<file path="src/rtl/fdma_pkg.sv">
package fdma_pkg;
  // register selects
  localparam logic [2:0] SEL_PTR_B3 = 3'd0;
  localparam logic [2:0] SEL_PTR_B2 = 3'd1;
  localparam logic [2:0] SEL_PTR_B1 = 3'd2;
  localparam logic [2:0] SEL_PTR_B0 = 3'd3;
  localparam logic [2:0] SEL_CNT_HI = 3'd4;
  localparam logic [2:0] SEL_CNT_LO = 3'd5;
  localparam logic [2:0] SEL_CTRL   = 3'd6;

  // control / status bit positions
  localparam int B_RST  = 0;
  localparam int B_RUN  = 1;
  localparam int B_DIR  = 3;
  localparam int B_IE   = 6;
  localparam int B_FLAG = 7;

  localparam logic [7:0] M_KEEP     = 8'h81;
  localparam logic [7:0] M_COPY     = 8'h4A;
  localparam logic [7:0] M_RST_KEEP = 8'h48;
endpackage

</file>
<file path="src/rtl/fdma_ctrl.sv">
module fdma_ctrl
  import fdma_pkg::*;
(
  input  logic       clk,
  input  logic       rst_n,
  input  logic       ctrl_we,
  input  logic [7:0] wdata,
  input  logic       done,
  output logic [7:0] stat,
  output logic       rst_cmd,
  output logic       run_cmd
);
  logic [7:0] stat_q, stat_d, base;
  logic       stat_en;

  always_comb begin
    rst_cmd = ctrl_we & wdata[B_RST];
    run_cmd = ctrl_we & wdata[B_RUN];
    base    = rst_cmd ? (stat_q & M_RST_KEEP) : stat_q;
    stat_d  = stat_q;
    stat_en = ctrl_we | done;
    if (ctrl_we) begin
      stat_d = (base & M_KEEP) | (wdata & M_COPY);
      if (wdata[B_FLAG]) stat_d[B_FLAG] = 1'b0;
    end else if (done) begin
      stat_d[B_FLAG] = 1'b1;
    end
  end

  always_ff @(posedge clk or negedge rst_n) begin
    if (!rst_n)       stat_q <= '0;
    else if (stat_en) stat_q <= stat_d;
  end

  assign stat = stat_q;

  p_done_flag_r8: assert property (@(posedge clk) disable iff (!rst_n)
    done |=> stat_q[B_FLAG]);
  p_flag_clear_r4: assert property (@(posedge clk) disable iff (!rst_n)
    (ctrl_we && wdata[B_FLAG]) |=> !stat_q[B_FLAG]);
  p_flag_keep_r3: assert property (@(posedge clk) disable iff (!rst_n)
    (ctrl_we && !wdata[B_FLAG] && !wdata[B_RST]) |=> stat_q[B_FLAG] == $past(stat_q[B_FLAG]));
  p_rst_flag_r2: assert property (@(posedge clk) disable iff (!rst_n)
    (ctrl_we && wdata[B_RST]) |=> !stat_q[B_FLAG]);
endmodule

</file>
<file path="src/rtl/fdma_shadow.sv">
module fdma_shadow
  import fdma_pkg::*;
#(
  parameter int ADDR_W   = 32,
  parameter int CNT_W    = 16,
  parameter int WR_BYTES = 2
)(
  input  logic              clk,
  input  logic              rst_n,
  input  logic              reg_we,
  input  logic [2:0]        reg_sel,
  input  logic [7:0]        wdata,
  input  logic              rst_cmd,
  input  logic [ADDR_W-1:0] rst_ptr,
  output logic [ADDR_W-1:0] prog_ptr,
  output logic [CNT_W-1:0]  prog_cnt
);
  logic [ADDR_W-1:0] ptr_q, ptr_d;
  logic [CNT_W-1:0]  cnt_q, cnt_d;
  logic              ptr_en, cnt_en;

  always_comb begin
    ptr_d  = ptr_q;
    ptr_en = rst_cmd;
    if (rst_cmd) begin
      ptr_d = rst_ptr;
    end else if (reg_we) begin
      for (int k = 0; k < WR_BYTES; k++) begin
        if (reg_sel == 3'(3 - k)) begin
          ptr_d[8*k +: 8] = wdata;
          ptr_en          = 1'b1;
        end
      end
    end
  end

  always_comb begin
    cnt_d  = cnt_q;
    cnt_en = 1'b0;
    if (reg_we && reg_sel == SEL_CNT_HI) begin
      cnt_d[CNT_W-1 -: 8] = wdata;
      cnt_en              = 1'b1;
    end else if (reg_we && reg_sel == SEL_CNT_LO) begin
      cnt_d[7:0] = wdata;
      cnt_en     = 1'b1;
    end
  end

  always_ff @(posedge clk or negedge rst_n) begin
    if (!rst_n)      ptr_q <= '0;
    else if (ptr_en) ptr_q <= ptr_d;
  end

  always_ff @(posedge clk or negedge rst_n) begin
    if (!rst_n)      cnt_q <= '0;
    else if (cnt_en) cnt_q <= cnt_d;
  end

  assign prog_ptr = ptr_q;
  assign prog_cnt = cnt_q;

  p_hi_bytes_ro_r5: assert property (@(posedge clk) disable iff (!rst_n)
    !rst_cmd |=> ptr_q[ADDR_W-1:8*WR_BYTES] == $past(ptr_q[ADDR_W-1:8*WR_BYTES]));
endmodule

</file>
<file path="src/rtl/fdma_xfer.sv">
module fdma_xfer #(
  parameter int ADDR_W = 32,
  parameter int CNT_W  = 16
)(
  input  logic              clk,
  input  logic              rst_n,
  input  logic              rst_cmd,
  input  logic              run_cmd,
  input  logic              ctrl_we,
  input  logic              run_bit,
  input  logic [ADDR_W-1:0] rst_ptr,
  input  logic [ADDR_W-1:0] prog_ptr,
  input  logic [CNT_W-1:0]  prog_cnt,
  input  logic              dev_valid,
  output logic              dev_ready,
  output logic              beat,
  output logic              done,
  output logic [ADDR_W-1:0] ptr,
  output logic [CNT_W-1:0]  cnt
);
  logic [ADDR_W-1:0] ptr_q, ptr_d;
  logic [CNT_W-1:0]  cnt_q, cnt_d;
  logic              en;

  always_comb begin
    dev_ready = run_bit & (cnt_q != '0) & ~ctrl_we;
    beat      = dev_ready & dev_valid;
    done      = beat & (cnt_q == CNT_W'(1));
    ptr_d     = ptr_q;
    cnt_d     = cnt_q;
    en        = rst_cmd | run_cmd | beat;
    if (run_cmd) begin
      ptr_d = rst_cmd ? rst_ptr : prog_ptr;
      cnt_d = prog_cnt;
    end else if (rst_cmd) begin
      ptr_d = rst_ptr;
      cnt_d = '0;
    end else if (beat) begin
      ptr_d = ptr_q + ADDR_W'(1);
      cnt_d = cnt_q - CNT_W'(1);
    end
  end

  always_ff @(posedge clk or negedge rst_n) begin
    if (!rst_n) begin
      ptr_q <= '0;
      cnt_q <= '0;
    end else if (en) begin
      ptr_q <= ptr_d;
      cnt_q <= cnt_d;
    end
  end

  assign ptr = ptr_q;
  assign cnt = cnt_q;

  p_beat_step_r7: assert property (@(posedge clk) disable iff (!rst_n)
    beat |=> (ptr_q == $past(ptr_q) + ADDR_W'(1)) && (cnt_q == $past(cnt_q) - CNT_W'(1)));
  p_zero_closed_r8: assert property (@(posedge clk) disable iff (!rst_n)
    (cnt_q == '0) |-> !dev_ready);
  p_run_load_r6: assert property (@(posedge clk) disable iff (!rst_n)
    run_cmd |=> cnt_q == $past(prog_cnt));
  p_rst_zero_r2: assert property (@(posedge clk) disable iff (!rst_n)
    (rst_cmd && !run_cmd) |=> cnt_q == '0);
  p_ctrl_block_r10: assert property (@(posedge clk) disable iff (!rst_n)
    ctrl_we |-> !beat);
endmodule

</file>
<file path="src/rtl/fdma_channel.sv">
module fdma_channel
  import fdma_pkg::*;
#(
  parameter int          ADDR_W   = 32,
  parameter int          CNT_W    = 16,
  parameter int          WR_BYTES = 2,
  parameter logic [31:0] RST_OFFS = 32'h0001_5000
)(
  input  logic              clk,
  input  logic              rst_n,
  input  logic [ADDR_W-1:0] dma_base,
  input  logic              reg_we,
  input  logic [2:0]        reg_sel,
  input  logic [7:0]        reg_wdata,
  output logic [7:0]        reg_rdata,
  input  logic              dev_valid,
  input  logic [7:0]        dev_data,
  output logic              dev_ready,
  output logic              mem_we,
  output logic [ADDR_W-1:0] mem_addr,
  output logic [7:0]        mem_wdata,
  output logic              irq
);
  localparam logic [ADDR_W-1:0] OFFS = ADDR_W'(RST_OFFS);

  logic [7:0]        stat;
  logic              ctrl_we, rst_cmd, run_cmd, beat, done;
  logic [ADDR_W-1:0] rst_ptr, prog_ptr, live_ptr;
  logic [CNT_W-1:0]  prog_cnt, live_cnt;

  assign ctrl_we = reg_we & (reg_sel == SEL_CTRL);
  assign rst_ptr = dma_base + OFFS;

  fdma_ctrl u_ctrl (
    .clk(clk), .rst_n(rst_n), .ctrl_we(ctrl_we), .wdata(reg_wdata),
    .done(done), .stat(stat), .rst_cmd(rst_cmd), .run_cmd(run_cmd)
  );

  fdma_shadow #(.ADDR_W(ADDR_W), .CNT_W(CNT_W), .WR_BYTES(WR_BYTES)) u_shadow (
    .clk(clk), .rst_n(rst_n), .reg_we(reg_we), .reg_sel(reg_sel),
    .wdata(reg_wdata), .rst_cmd(rst_cmd), .rst_ptr(rst_ptr),
    .prog_ptr(prog_ptr), .prog_cnt(prog_cnt)
  );

  fdma_xfer #(.ADDR_W(ADDR_W), .CNT_W(CNT_W)) u_xfer (
    .clk(clk), .rst_n(rst_n), .rst_cmd(rst_cmd), .run_cmd(run_cmd),
    .ctrl_we(ctrl_we), .run_bit(stat[B_RUN]), .rst_ptr(rst_ptr),
    .prog_ptr(prog_ptr), .prog_cnt(prog_cnt), .dev_valid(dev_valid),
    .dev_ready(dev_ready), .beat(beat), .done(done),
    .ptr(live_ptr), .cnt(live_cnt)
  );

  always_comb begin
    case (reg_sel)
      SEL_PTR_B3: reg_rdata = live_ptr[ADDR_W-1 -: 8];
      SEL_PTR_B2: reg_rdata = live_ptr[ADDR_W-9 -: 8];
      SEL_PTR_B1: reg_rdata = live_ptr[15:8];
      SEL_PTR_B0: reg_rdata = live_ptr[7:0];
      SEL_CNT_HI: reg_rdata = live_cnt[CNT_W-1 -: 8];
      SEL_CNT_LO: reg_rdata = live_cnt[7:0];
      SEL_CTRL:   reg_rdata = stat;
      default:    reg_rdata = 8'h00;
    endcase
  end

  assign mem_we    = beat;
  assign mem_addr  = live_ptr;
  assign mem_wdata = dev_data;
  assign irq       = stat[B_FLAG] & stat[B_IE];

  p_irq_needs_done_r8: assert property (@(posedge clk) disable iff (!rst_n)
    $rose(irq) |-> $past(done) || $past(ctrl_we));
endmodule

</file>
<file path="config.mk">
export PLATFORM = sky130hd
export DESIGN_NAME = fdma_channel
export DESIGN_NICKNAME = d
export VERILOG_FILES = /design/src/rtl/fdma_pkg.sv /design/src/rtl/fdma_ctrl.sv /design/src/rtl/fdma_shadow.sv /design/src/rtl/fdma_xfer.sv /design/src/rtl/fdma_channel.sv
export SDC_FILE = /design/constraint.sdc
export NUM_CORES = 1
export LEC_CHECK = 0
export BUFFER_PORTS_ARGS = -buffer_cell sky130_fd_sc_hd__buf_2
export CELL_PAD_IN_SITES_DETAIL_PLACEMENT = 0
export CELL_PAD_IN_SITES_GLOBAL_PLACEMENT = 2
export CORE_AREA = 2 2 177 109
export CTS_BUF_LIST = sky130_fd_sc_hd__clkbuf_4
export DETAILED_ROUTE_END_ITERATION = 8
export DIE_AREA = 0 0 179 111
export HOLD_SLACK_MARGIN = 0.08
export PLACE_DENSITY_LB_ADDON = 0.12
export SETUP_SLACK_MARGIN = 0.02
export SLEW_MARGIN = 20
export SYNTH_ARGS = -nofsm -noshare
export SYNTH_HDL_FRONTEND = slang
export SYNTH_SLANG_ARGS = --single-unit
</file>
<file path="constraint.sdc">
create_clock -name clk -period 2.38 [get_ports clk]
set_input_delay 0.357 -clock clk [delete_from_list [all_inputs] [get_ports clk]]
set_output_delay 0.357 -clock clk [all_outputs]
set_load 0.05 [all_outputs]
</file>
# == Yosys cells after proc, flatten, opt, wreduce, memory -nomap -nowiden ==
# Index checks and enable logic that the tools add are counted.
# Widths: inputs -> output; s select.
# word_totals
register_bits,104
latchBits,0
ramBits,0
rom_bits,0
in_bits,55
out_inout_bits,51
n_memories,0
# op_classes
n_addsub,3
mul,0
div,0
n_lt_le_gt_ge,0
eq_ne,7
shifts,0
n_mux,22
bitwise_logic,14
n_reduce_logical,17
# ops
operator,count
$mux 32,4
$mux 16,5
$pmux 8 s7,1
$add 32x1->32 const B,1
$add 32x17->32 const B,1
$mux 8,3
$eq 16x1->1 const B,1
$reduce_bool 16->1,1
$sub 16x1->16 const B,1
$reduce_and 2->1,5
$eq 3x3->1 const B,3
$mux 1,9
$reduce_and 3->1,3
$and 1x1->1,8
$or 8x7->8,1
$reduce_bool 2->1,4
$eq 3x2->1 const B,2
$eq 3x1->1 const B,1
$logic_not 3->1,1
$or 1x1->1,3
$reduce_bool 3->1,1
$logic_and 1x1->1,2
$not 1->1,2

# == Longest topological paths before layout ==
# Gate-level depths: netlist of run 1.
# depth
ltp_word,8
depth_mapped,10
ltp_nobuf,9

# == Modules after synthesis ==
# From an unflattened synthesis of run 1, not the netlist that was laid out.
# unflattened
hier_cells,677
hier_area_um2,6332.3
# by_module_without_submodules
module,instances,cells_per_inst,area_per_inst_um2,seq_area_each_um2
fdma_xfer,1,397,3253.1,1201.2
fdma_shadow,1,140,1961.9,1201.2
fdma_channel,1,123,914.6,0.0
fdma_ctrl,1,17,202.7,100.1

# == Worst setup path after synthesis of run 1 ==
# Ideal clock, no wire load.
# synth_timing
path_type,input to output
startpoint,input port reg_sel[1]
endpoint,output port reg_rdata[3]
t_arrival_ps,2224
slack_ps,-201
cell_stages,6
n_path_buf,2
path_cell_list,buf_2 buf_1 mux2i_1 nor2_1 a21oi_1 o21ai_0
# synth_between
elab_chain_cells,2
word_cells_on_any_way,8
# synth_rtl
item,line,rtl
"start, declared",fdma_channel.sv:13,"input logic [2:0] reg_sel,"
$eq 3x3->1 (tied with other cells),fdma_channel.sv:54,case (reg_sel)
$pmux 8 s7 *,fdma_channel.sv:54,
"end, declared",fdma_channel.sv:15,"output logic [7:0] reg_rdata,"
# Mark *: on every way between the ends. The rest lies on a longest branch, timed or not.

# == Worst setup path after layout of run 1 ==
# layout_timing
startpoint,"register u_xfer.cnt_q[11], in the netlist u_xfer.cnt[11]"
endpoint,output port reg_rdata[3]
# layout_between
elab_chain_cells,1
# layout_rtl
item,line,rtl
"start, declared",fdma_xfer.sv:22,"logic [CNT_W-1:0] cnt_q, cnt_d;"
"start signal, assigned",fdma_xfer.sv:50,cnt_q <= cnt_d;
$pmux 8 s7,fdma_channel.sv:54,
# Every way passes these cells.

==> impl_metrics.toml, run 1 <==
[run_status]
status = "finished clean"

[logic_synthesis]
synth-main-ff-cell = "dfrtp_1"
synth_area_per_cell_um2 = 8.92
synth.distinct_cells = 83
yosysWarnings = 0
ys_ff_latch = 100
async_reset_ff_share_pct = 100
synthTopCellsByArea = "dfrtp_1, nand2_1, o21ai_0, a21oi_1, nor2_1"
syn-instance-count = 727
ys_seq_area_share_pct = 38.6
synth_fp_nets = 786
yosysTopAreaCellShare_pct = 38.6
synth_edf_count = 0
yosys.area.top_type = "dfrtp_1"
post_synth_instance_area_mm2 = 0.00648

[setup_path]
path_class = "register to output port"
worstPathArrival_ns = 2.00
end_kind = "output port"
worst-path-buf-inv = 2
path_max_fanout = 4
crit_chain = "inv_1, o21ai_1, a21oi_1, nor2_1, a31oi_1, o21ai_1, buf_4"
cp_top_family = "compound AO/OA/AOI/OAI gates"
startpoint_type = "register"
critPathSlowestCell = "dfrtp_2"
crit_path_frequent_cell = "o21ai_1"
worstPathRequired_ns = 2.02
critPathMaxStageDelay_ns = 0.46

[cells_and_area]
area_growth_pct = 25.0
drive_gt1_share_pct = 29.1
final_util_pct = 43.8
num-nets-final = 926

[pwr]
powerDensity_mw_per_mm2 = 824
ir_worst_vdd_mv = 0.363
leakagePower_nw = 3.64

[clock_network]
clock_latency_ns = 0.53
cts.clk_slew.worst_paths_ns = 0.18
cts-root-buf = "clkbuf_4"
cts_sinks = 100
cts_buffer_depth = 2
cts_tree = "built"
cts-buffers-inserted = 9
htree_levels = 3

[floorplan]
die_y_um = 111
die_w_um = 179
core_area_mm2 = 0.0185
row_count = 39
start_util_pct = 35.1
ioPinCount = 106
dieArea_mm2 = 0.0199

[global_routing]
grt_max_degree = 51
grt_pass1_wl_mm = 38.2
antenna_found_initial = 1
first_global_vias = 6072
grt_use_total_pct = 26.0
globalRouteOverflowTotal = 0

[drt]
antenna_left = 0
vias_per_cell = 5.64
drc = 0
wirelength_mm = 25.0
routedWlPerCell_um = 22.3
drt-pass1-iter-count = 5
num_vias = 6311
first_iter_violations = 531

[place]
place.gp.congestion = 0.928
io_buffers = 89
dpl.hpwl_mm = 18.7

[timing]
max_clock_freq_mhz = 425
fin_worst_skew_ns = 0.0229
hold_violations = 0
relSlewSlack_pct = 60.5
rsz0062_at_grt = "yes"
setup_viol = 0
fin_setup_tns_ns = 0
tightest_slew_ns = 0.593
post-route-period-util_pct = 98.9
drv_slew = 0
layout_min_cycle_time_ns = 2.35

[worst_hold_path]
hp-class = "primary input to register"

[run]
drv_cap = 0
==> routing by layer <==
metal	part of all wire, %	GRT usage [%]	vias up	wire (um)
met4	0.83	3.90	0	206
met1	53	42.3	3137	13300
met5	0	0	-	0
met2	39	33.7	204	9720
li1	-	-	2949	-
met3	6.9	7.24	21	1730
==> sequential cells by signal (all words and copies together) (netlist names) <==
register	cells
u_xfer.ptr	32
u_shadow.prog_cnt	16
u_ctrl.stat	4
u_xfer.cnt	16
u_shadow.prog_ptr	32
==> logic make-up after synthesis <==
kind of cell / Yosys count / synth area share, %
XOR/XNOR: 21 / 2.84
adder cells (fa/ha/maj): 4 / 0.772
buffers and inverters: 70 / 5.87
multiplexers: 36 / 6.68
flip-flops: 100 / 38.6
AND/OR/NAND/NOR: 266 / 21.7
AO/OA/AOI/OAI: 230 / 23.5
==> cell usage after synthesis (5+ instances only) <==
| cell | count |
|---|---|
| buf_2 | 22 |
| o211ai_1 | 9 |
| and2_1 | 11 |
| a2bb2oi_1 | 6 |
| a21o_1 | 7 |
| clkbuf_1 | 15 |
| nor2_1 | 59 |
| nand2_1 | 106 |
| dfrtp_1 | 100 |
| mux2i_1 | 14 |
| nor2b_1 | 6 |
| xnor2_1 | 13 |
| and3_1 | 9 |
| inv_1 | 10 |
| nor4_1 | 9 |
| a31oi_1 | 24 |
| nand3_1 | 16 |
| o21ai_0 | 53 |
| nand4_1 | 8 |
| buf_4 | 15 |
| mux2_2 | 18 |
| a21oi_1 | 49 |
| o21a_1 | 10 |
| a22oi_1 | 15 |
| xor2_1 | 8 |
| o22a_1 | 8 |
| o22ai_1 | 5 |
==> worst paths after layout <==
kind	start	endpoint	slack (ns)	cells past startpoint
min in group asynchronous	rst_n	u_xfer.ptr[12]$_DFFE_PN0P_	0.34	2
max reg2reg	u_xfer.cnt[9]$_DFFE_PN0P_	u_xfer.ptr[17]$_DFFE_PN0P_	0.13	8
min reg2reg	u_shadow.prog_ptr[17]$_DFFE_PN0P_	u_shadow.prog_ptr[17]$_DFFE_PN0P_	0.50	2
max in group asynchronous	rst_n	u_xfer.cnt[4]$_DFFE_PN0P_	1.31	3
max	u_xfer.cnt[11]$_DFFE_PN0P_	reg_rdata[3]	0.03	7
min	reg_wdata[2]	u_shadow.prog_ptr[2]$_DFFE_PN0P_	0.12	3
==> report_power, final <==
| part | total [mW] | leakage (nW) | switching (mW) | internal, mW |
|---|---|---|---|---|
| combinational | 3.05 | 2.29 | 1.81 | 1.25 |
| clock | 1.12 | 0.0874 | 0.683 | 0.434 |
| sequential | 2.51 | 1.27 | 0.420 | 2.09 |
==> per-stage QoR <==
stage / std cells / hold WS, ns / setup slack, ns / cell area (um^2) / power (mW)
after floorplan: 727 / 0.0614 / -0.0411 / 6480 / 4.11
after global placement: 1065 / 0.402 / -0.0197 / 7440 / 5.15
after detailed placement: 1065 / 0.394 / 0.0592 / 7440 / 5.16
after CTS: 1106 / 0.0801 / 0.0222 / 7940 / 6.55
after global routing: 1119 / 0.0933 / -0.147 / 8100 / 7.04
final: 1119 / 0.117 / 0.0262 / 8100 / 6.68
==> area by class of cell <==
class / count / area (um^2)
Timing Repair Buffer: 188 / 1370
Clock inverter: 7 / 98.8
Sequential cell: 100 / 2510
Tap cell: 246 / 308
Clock buffer: 9 / 67.6
Inverter: 11 / 48.8
Fill cell: 1854 / 10400
Multi-Input combinational cell: 557 / 3710
Antenna cell: 1 / 2.50
==> layout by cell type, fill, tap and decap left out, types with 5 or more instances in the layout <==
cell type	instances
clkbuf_4	9
nor4_1	6
nor2_1	59
a22oi_1	15
nand4_1	8
xnor2_1	13
nand3_1	16
xor2_1	8
a31oi_1	24
dlygate4sd3_1	15
buf_6	12
a2bb2oi_1	5
o21ai_0	50
buf_4	76
nand2_1	106
inv_1	7
and3_1	9
o211ai_1	9
dfrtp_1	97
buf_2	79
a21o_1	7
nor2b_1	5
mux2_2	18
a21oi_1	48
and2_1	11
o22a_1	8
buf_12	5
mux2i_1	14
o21a_1	10
nor4_4	6
==> timing repair <==
item | in CTS | in global routing
endpoints found under the hold margin | 50 | 2
pin swaps | 2 | 3
gates resized for setup | 33 | 17
endpoints found under the setup margin | 8 | 16
hold buffers | 13 | 2
buffers inserted | 12 | 10
==> tightest hold or removal path: stages <==
cell,delay (ns)
buf_2,0.14
nand2_1,0.06
a31oi_1,0.07
(Power assumes the default switching activity.)
==> run 2: changes to the inputs <==
- CORE_AREA: 2 2 177 109 -> 2 2 175 108
- DIE_AREA: 0 0 179 111 -> 0 0 177 110
- SYNTH_HIERARCHICAL: not set -> 1
==> run 2 against run 1 <==
Against the previous run: sequential share of layout area grew 0.22 points; clock power shrank 22%; power shrank 2.1%; global-route usage shrank 0.55 points; worst setup slack gained 0.024 ns; final cell count shrank 2.7%; critical path type unchanged; largest power group unchanged.
==> impl_metrics.toml, run 2 <==
[drt]
drc = 0
antenna_left = 0
num_vias = 6234
vias_per_cell = 5.72
first_iter_violations = 822
drt-pass1-iter-count = 6
routedWlPerCell_um = 22.3
wirelength_mm = 24.3

[run_status]
status = "finished clean"

[logic_synthesis]
yosysTopAreaCellShare_pct = 39.5
syn-instance-count = 677
yosysWarnings = 6
post_synth_instance_area_mm2 = 0.00633
synth_edf_count = 0
ys_seq_area_share_pct = 39.5
synth.distinct_cells = 68
synth-main-ff-cell = "dfrtp_1"
async_reset_ff_share_pct = 100
synthTopCellsByArea = "dfrtp_1, mux2_2, a21oi_1, o21ai_0, nand2_1"
yosysMostFrequentCell = "dfrtp_1"
yosys.area.top_type = "dfrtp_1"
synth_common_cells = "dfrtp_1, nand2_1, a21oi_1"
ys_ff_latch = 100
synth_area_per_cell_um2 = 9.35

[clock_network]
cts-root-buf = "clkbuf_4"
cts_buffer_depth = 2
cts_sinks = 100
cts_tree = "built"
cts.clk_slew.worst_paths_ns = 0.17
cts-buffers-inserted = 9
htree_levels = 3
clock_latency_ns = 0.51

[floorplan]
dieArea_mm2 = 0.0195
row_count = 38
core_area_mm2 = 0.0178
die_y_um = 110
start_util_pct = 35.5
ioPinCount = 106
die_w_um = 177

[pwr]
leakagePower_nw = 3.47
power_mw = 6.54
ir_worst_vdd_mv = 0.289
powerDensity_mw_per_mm2 = 806

[setup_path]
path_max_fanout = 5
crit_start = "u_xfer/cnt[13]$_DFFE_PN0P_"
worstPathRequired_ns = 2.02
startpoint_type = "register"
r2r-end = "u_xfer/ptr[31]$_DFFE_PN0P_"
path_class = "register to output port"
worstPathArrival_ns = 1.97
end_kind = "output port"
reg2reg_slack_ns = 0.10
reg2reg_depth = 5
critPathCapture = "reg_rdata[5]"
r2r-start = "u_xfer/ptr[22]$_DFFE_PN0P_"

[timing]
setup_viol = 0
hold_violations = 0
tightest_slew_ns = 0.568
fin_setup_tns_ns = 0
layout_min_cycle_time_ns = 2.33
post-route-period-util_pct = 97.9
relSlewSlack_pct = 61.8
drv_slew = 0
max_clock_freq_mhz = 429
rsz0062_at_grt = "yes"
fin_worst_skew_ns = 0.0266

[global_routing]
first_global_vias = 5728
antenna_found_initial = 0
globalRouteOverflowTotal = 0
grt_max_degree = 59
grt_pass1_wl_mm = 36.2
grt_use_total_pct = 25.4

[cells_and_area]
num_antenna_cells = 0
multi_input_area_mm2 = 0.00362
drive_gt1_share_pct = 35.8
num-nets-final = 903
final_common_cell = "buf_4"
final_cell_mix = "buf_4, buf_2, dfrtp_1, nand2_1, o21ai_0"
fillers = 1726
area_growth_pct = 28.2
seq_area_mm2 = 0.00253

[place]
dpl.hpwl_mm = 18.8
place.gp.congestion = 0.898
io_buffers = 89

[run]
drv_cap = 0

[worst_hold_path]
hp-class = "primary input to register"
==> run 2: cell count changes after synthesis, moves of 10 or more <==
cell      previous run  this run
nand2_1            106        70
a31oi_1             24         0
mux2_2              18        37
buf_2               22         4
nand4_1              8        20
mux2i_1             14        25
nand3_1             16        26
nor2_1              59        27
clkbuf_1            15        26
xnor2_1             13        23
a22oi_1             15        27
==> run 2: worst min path at each step <==
stage                  from                           endpoint  slack (ns)  cells past startpoint
2_1_floorplan         rst_n         u_ctrl/stat[1]$_DFFE_PN0P_        0.06                      0
3_3_place_gp          rst_n          u_xfer/ptr[7]$_DFFE_PN0P_        0.38                      1
3_5_place_dp          rst_n          u_xfer/ptr[7]$_DFFE_PN0P_        0.39                      1
4_1_cts        reg_wdata[2]  u_shadow/prog_cnt[10]$_DFFE_PN0P_        0.13                      2
5_1_grt        reg_wdata[2]  u_shadow/prog_cnt[10]$_DFFE_PN0P_        0.12                      2
6_report       reg_wdata[2]  u_shadow/prog_cnt[10]$_DFFE_PN0P_        0.15                      2
==> run 2: what timing repair did <==
action | 4_1_cts | 5_1_grt
resized for setup | 20 | 34
hold endpoints to repair | 47 | 0
hold buffers | 13 | 0
buffers inserted | 4 | 11
cloned | 0 | 0
endpoints found under the setup margin | 4 | 10
pin swaps | 4 | 7
==> run 2: where the power goes <==
| part | leakage (nW) | total [mW] | internal (mW) | switching, mW |
|---|---|---|---|---|
| Clock | 0.0685 | 0.874 | 0.222 | 0.652 |
| Sequential | 1.23 | 2.68 | 2.15 | 0.529 |
| Combinational | 2.17 | 2.99 | 1.22 | 1.76 |
| Total | 3.47 | 6.54 | 3.60 | 2.94 |
==> run 2: kinds of logic after synthesis <==
family,count (synthesis),share of synthesized area [%]
adder cells (fa/ha/maj),4,0.790
AND/OR/NAND/NOR,214,18.3
AO/OA/AOI/OAI,193,19.0
other,1,0.0592
XOR/XNOR,32,4.43
flip-flops,100,39.5
multiplexers,69,12.7
buffers and inverters,64,5.24
==> run 2: final cells by class <==
class / instances / share of cell area [%]
Clock inverter: 7 / 0.601
Inverter: 15 / 0.694
Sequential cell: 100 / 31.1
Multi-Input combinational cell: 516 / 44.6
Timing Repair Buffer: 202 / 18.4
Tap cell: 240 / 3.70
Clock buffer: 9 / 0.833
==> run 2: metal layers <==
| metal | wire, um | vias to the layer above | track usage [%] |
|---|---|---|---|
| met2 | 8870 | 323 | 32.0 |
| li1 | - | 2835 | - |
| met1 | 12800 | 3052 | 41.6 |
| met5 | 0 | - | 0 |
| met4 | 187 | 0 | 3.96 |
| met3 | 2440 | 24 | 7.34 |
==> run 2: worst max-delay path, cell delays in order, from the launching register on <==
cell     delay (ns)
dfrtp_2        0.50
buf_6          0.14
mux4_2         0.45
nor2_1         0.12
a21oi_1        0.05
buf_4          0.20
==> run 2: metrics by stage <==
| stage | setup WS [ns] | hold slack (ns) | util [%] | std cells | cell area, um^2 |
|---|---|---|---|---|---|
| 2_1_floorplan | 0.0661 | 0.0614 | - | 680 | 6390 |
| 3_3_place_gp | 0.00555 | 0.382 | 42.5 | 1046 | 7580 |
| 5_1_grt | -0.0114 | 0.117 | 45.5 | 1089 | 8120 |
| 3_5_place_dp | -0.0606 | 0.387 | 42.5 | 1046 | 7580 |
| 6_report | 0.0502 | 0.153 | 45.5 | 1089 | 8120 |
| 4_1_cts | 0.0212 | 0.132 | 44.5 | 1078 | 7940 |
==> run 3: changes to the inputs <==
- ABC_AREA: not set -> 1
- CORE_AREA: 2 2 175 108 -> 2 2 198 122
- DIE_AREA: 0 0 177 110 -> 0 0 200 124
- REMOVE_ABC_BUFFERS: not set -> 1
==> run 3 against run 2 <==
Against the previous run: die area rose by 27%; clock skew is 0.0040 ns lower; sequential share of layout area shrank 1.1 points; sequential power increased by 3%; synthesized cell count up 65%; critical path type unchanged; largest power group unchanged.
==> impl_metrics.toml, run 3 <==
[run_status]
status = "finished clean"

[drt]
num_vias = 7447
drt-pass1-iter-count = 6
routedWlPerCell_um = 18.7
wl_met3_mm = 2.23
antenna_left = 0
routed.top_layer = "met4"
wirelength_mm = 28.7
drt-met1-wl_mm = 16.1
wl_met2_mm = 10.1
vias_per_cell = 4.85
drc = 0
first_iter_violations = 541

[logic_synthesis]
yosysWarnings = 6
synth-main-ff-cell = "dfrtp_1"
yosysMostFrequentCell = "nand2_1"
synth_edf_count = 0
synth_area_per_cell_um2 = 6.51
yosysTopAreaCellShare_pct = 34.4
synth_common_cells = "nand2_1, nor2_1, dfrtp_1"
ys_ff_latch = 100
syn-instance-count = 1118
synthTopCellsByArea = "dfrtp_1, nand2_1, nor2_1, nand3_1, inv_1"
post_synth_instance_area_mm2 = 0.00728
async_reset_ff_share_pct = 100
synth.distinct_cells = 47
yosys.area.top_type = "dfrtp_1"
ys_seq_area_share_pct = 34.4

[timing]
relSlewSlack_pct = 62.3
max_clock_freq_mhz = 446
fin_worst_skew_ns = 0.0226
setup_viol = 0
layout_min_cycle_time_ns = 2.24
drv_slew = 0
tightest_slew_ns = 0.565
holdWs_ns = 0.125
post-route-period-util_pct = 94.3
hold_violations = 0
rsz0062_at_grt = "no"
setup_ws_ns = 0.136

[cells_and_area]
final_common_cell = "nand2_1"
post-route-cell-area_mm2 = 0.00835
num-nets-final = 1276
area_growth_pct = 14.7
final_cells = 1537
drive_gt1_share_pct = 16.6
final_cell_mix = "nand2_1, nor2_1, dfrtp_1, inv_1, buf_2"
fillers = 2595
num_antenna_cells = 0
final_util_pct = 36.5

[setup_path]
worstPathArrival_ns = 1.89
r2r-start = "u_xfer/ptr[0]$_DFFE_PN0P_"
path_max_fanout = 4
startpoint_type = "register"
path_class = "register to output port"
end_kind = "output port"
crit_start = "u_xfer/cnt[1]$_DFFE_PN0P_"
worstPathRequired_ns = 2.02

[global_routing]
antenna_found_initial = 0
grt_pass1_wl_mm = 43.8
grt_use_total_pct = 24.1
grt_max_degree = 50
globalRouteOverflowTotal = 0
first_global_vias = 6934

[clock_network]
cts.clk_slew.worst_paths_ns = 0.18
cts_buffer_depth = 2
clock_latency_ns = 0.52
cts-buffers-inserted = 9
cts-root-buf = "clkbuf_4"
cts_tree = "built"
htree_levels = 3
cts_sinks = 100

[worst_hold_path]
min_from = "reg_wdata[5]"
hp-class = "primary input to register"

[floorplan]
row_count = 43
ioPinCount = 106
start_util_pct = 31.8
die_w_um = 200
die_y_um = 124
core_area_mm2 = 0.0229
dieArea_mm2 = 0.0248

[pwr]
leakagePower_nw = 4.33
ir_worst_vdd_mv = 0.265
powerDensity_mw_per_mm2 = 827

[place]
place.gp.congestion = 0.889
dpl.cell_count = 1509
io_buffers = 89
dp_slack_ns = 0.101
place_area_mm2 = 0.00806
dpl.hpwl_mm = 22.7

[run]
drv_cap = 0
[run 3: cell types whose count changed after synthesis, sizes merged, moves of 22 or more]
cell	change
mux2i	-25
inv	+83
nor2	+101
a21oi	-26
nand2	+402
clkbuf	-22
a22oi	-28
nand3	+56
mux2	-39
[run 3: metrics by stage]
stage	power (mW)	TNS, ns
floorplan	4.66	-54.52
global placement	5.79	0
detailed placement	5.77	0
CTS	6.85	0
global route	7.42	0
finish	6.90	0
[run 3: path summary, 6_finish.rpt]
path / to / slack (ns) / cells after the start
setup / recovery: mem_we / 0.14 / 8
hold / removal: u_shadow/prog_cnt[13]$_DFFE_PN0P_ / 0.13 / 3
min in group asynchronous: u_shadow/prog_cnt[12]$_DFFE_PN0P_ / 0.33 / 2
max in group asynchronous: u_xfer/ptr[31]$_DFFE_PN0P_ / 1.35 / 3
hold reg to reg: u_shadow/prog_ptr[30]$_DFFE_PN0P_ / 0.50 / 2
setup reg to reg: u_xfer/ptr[10]$_DFFE_PN0P_ / 0.26 / 9
[run 3: repair_timing]
item | CTS | global route
setup endpoints to repair | 2 | 3
setup buffers | 2 | 4
pin swaps | 2 | 1
hold buffers | 6 | 0
hold endpoints to repair | 42 | 0
gates resized for setup | 6 | 7
[run 3: worst max-delay path, cell delays in order, from the launching register on]
cell     delay [ns]
dfrtp_1        0.42
inv_2          0.11
ha_4           0.17
nand2_2        0.11
nor2_4         0.14
nand2_2        0.09
nand3_4        0.11
inv_2          0.07
buf_6          0.15
[run 3: cell type report]
type	instances	area, um^2	share of cell area, %
Clock buffer	10	75.1	0.899
Clock inverter	6	71.3	0.854
Inverter	98	373	4.47
Multi-Input combinational cell	875	4080	48.9
Sequential cell	100	2500	30.0
Tap cell	315	394	4.72
Timing Repair Buffer	133	850	10.2
[run 3: cell families (layout without fill, tap and decap cells)]
logic type | Yosys count | after routing | synth area share [%]
other cells | 1 | 4 | 0.0515
compound gates | 132 | 132 | 11.8
flops | 100 | 100 | 34.4
xor+xnor | 12 | 12 | 1.44
fa+ha+maj | 4 | 4 | 0.688
simple gates | 723 | 723 | 41.5
buf+inv | 146 | 247 | 10.1
[run 3: power by group]
group	internal (mW)	total [mW]	switching [mW]	leakage, nW
sequential	2.13	2.75	0.623	1.26
combinational	0.974	3.14	2.16	2.99
clock	0.343	1.01	0.669	0.0789
[run 3: per-layer routing]
layer  vias up  GRT usage, %
met5         -             0
met1      3427          40.7
met2       236          29.6
met3        11          5.69
met4         0          3.66
li1       3773             -
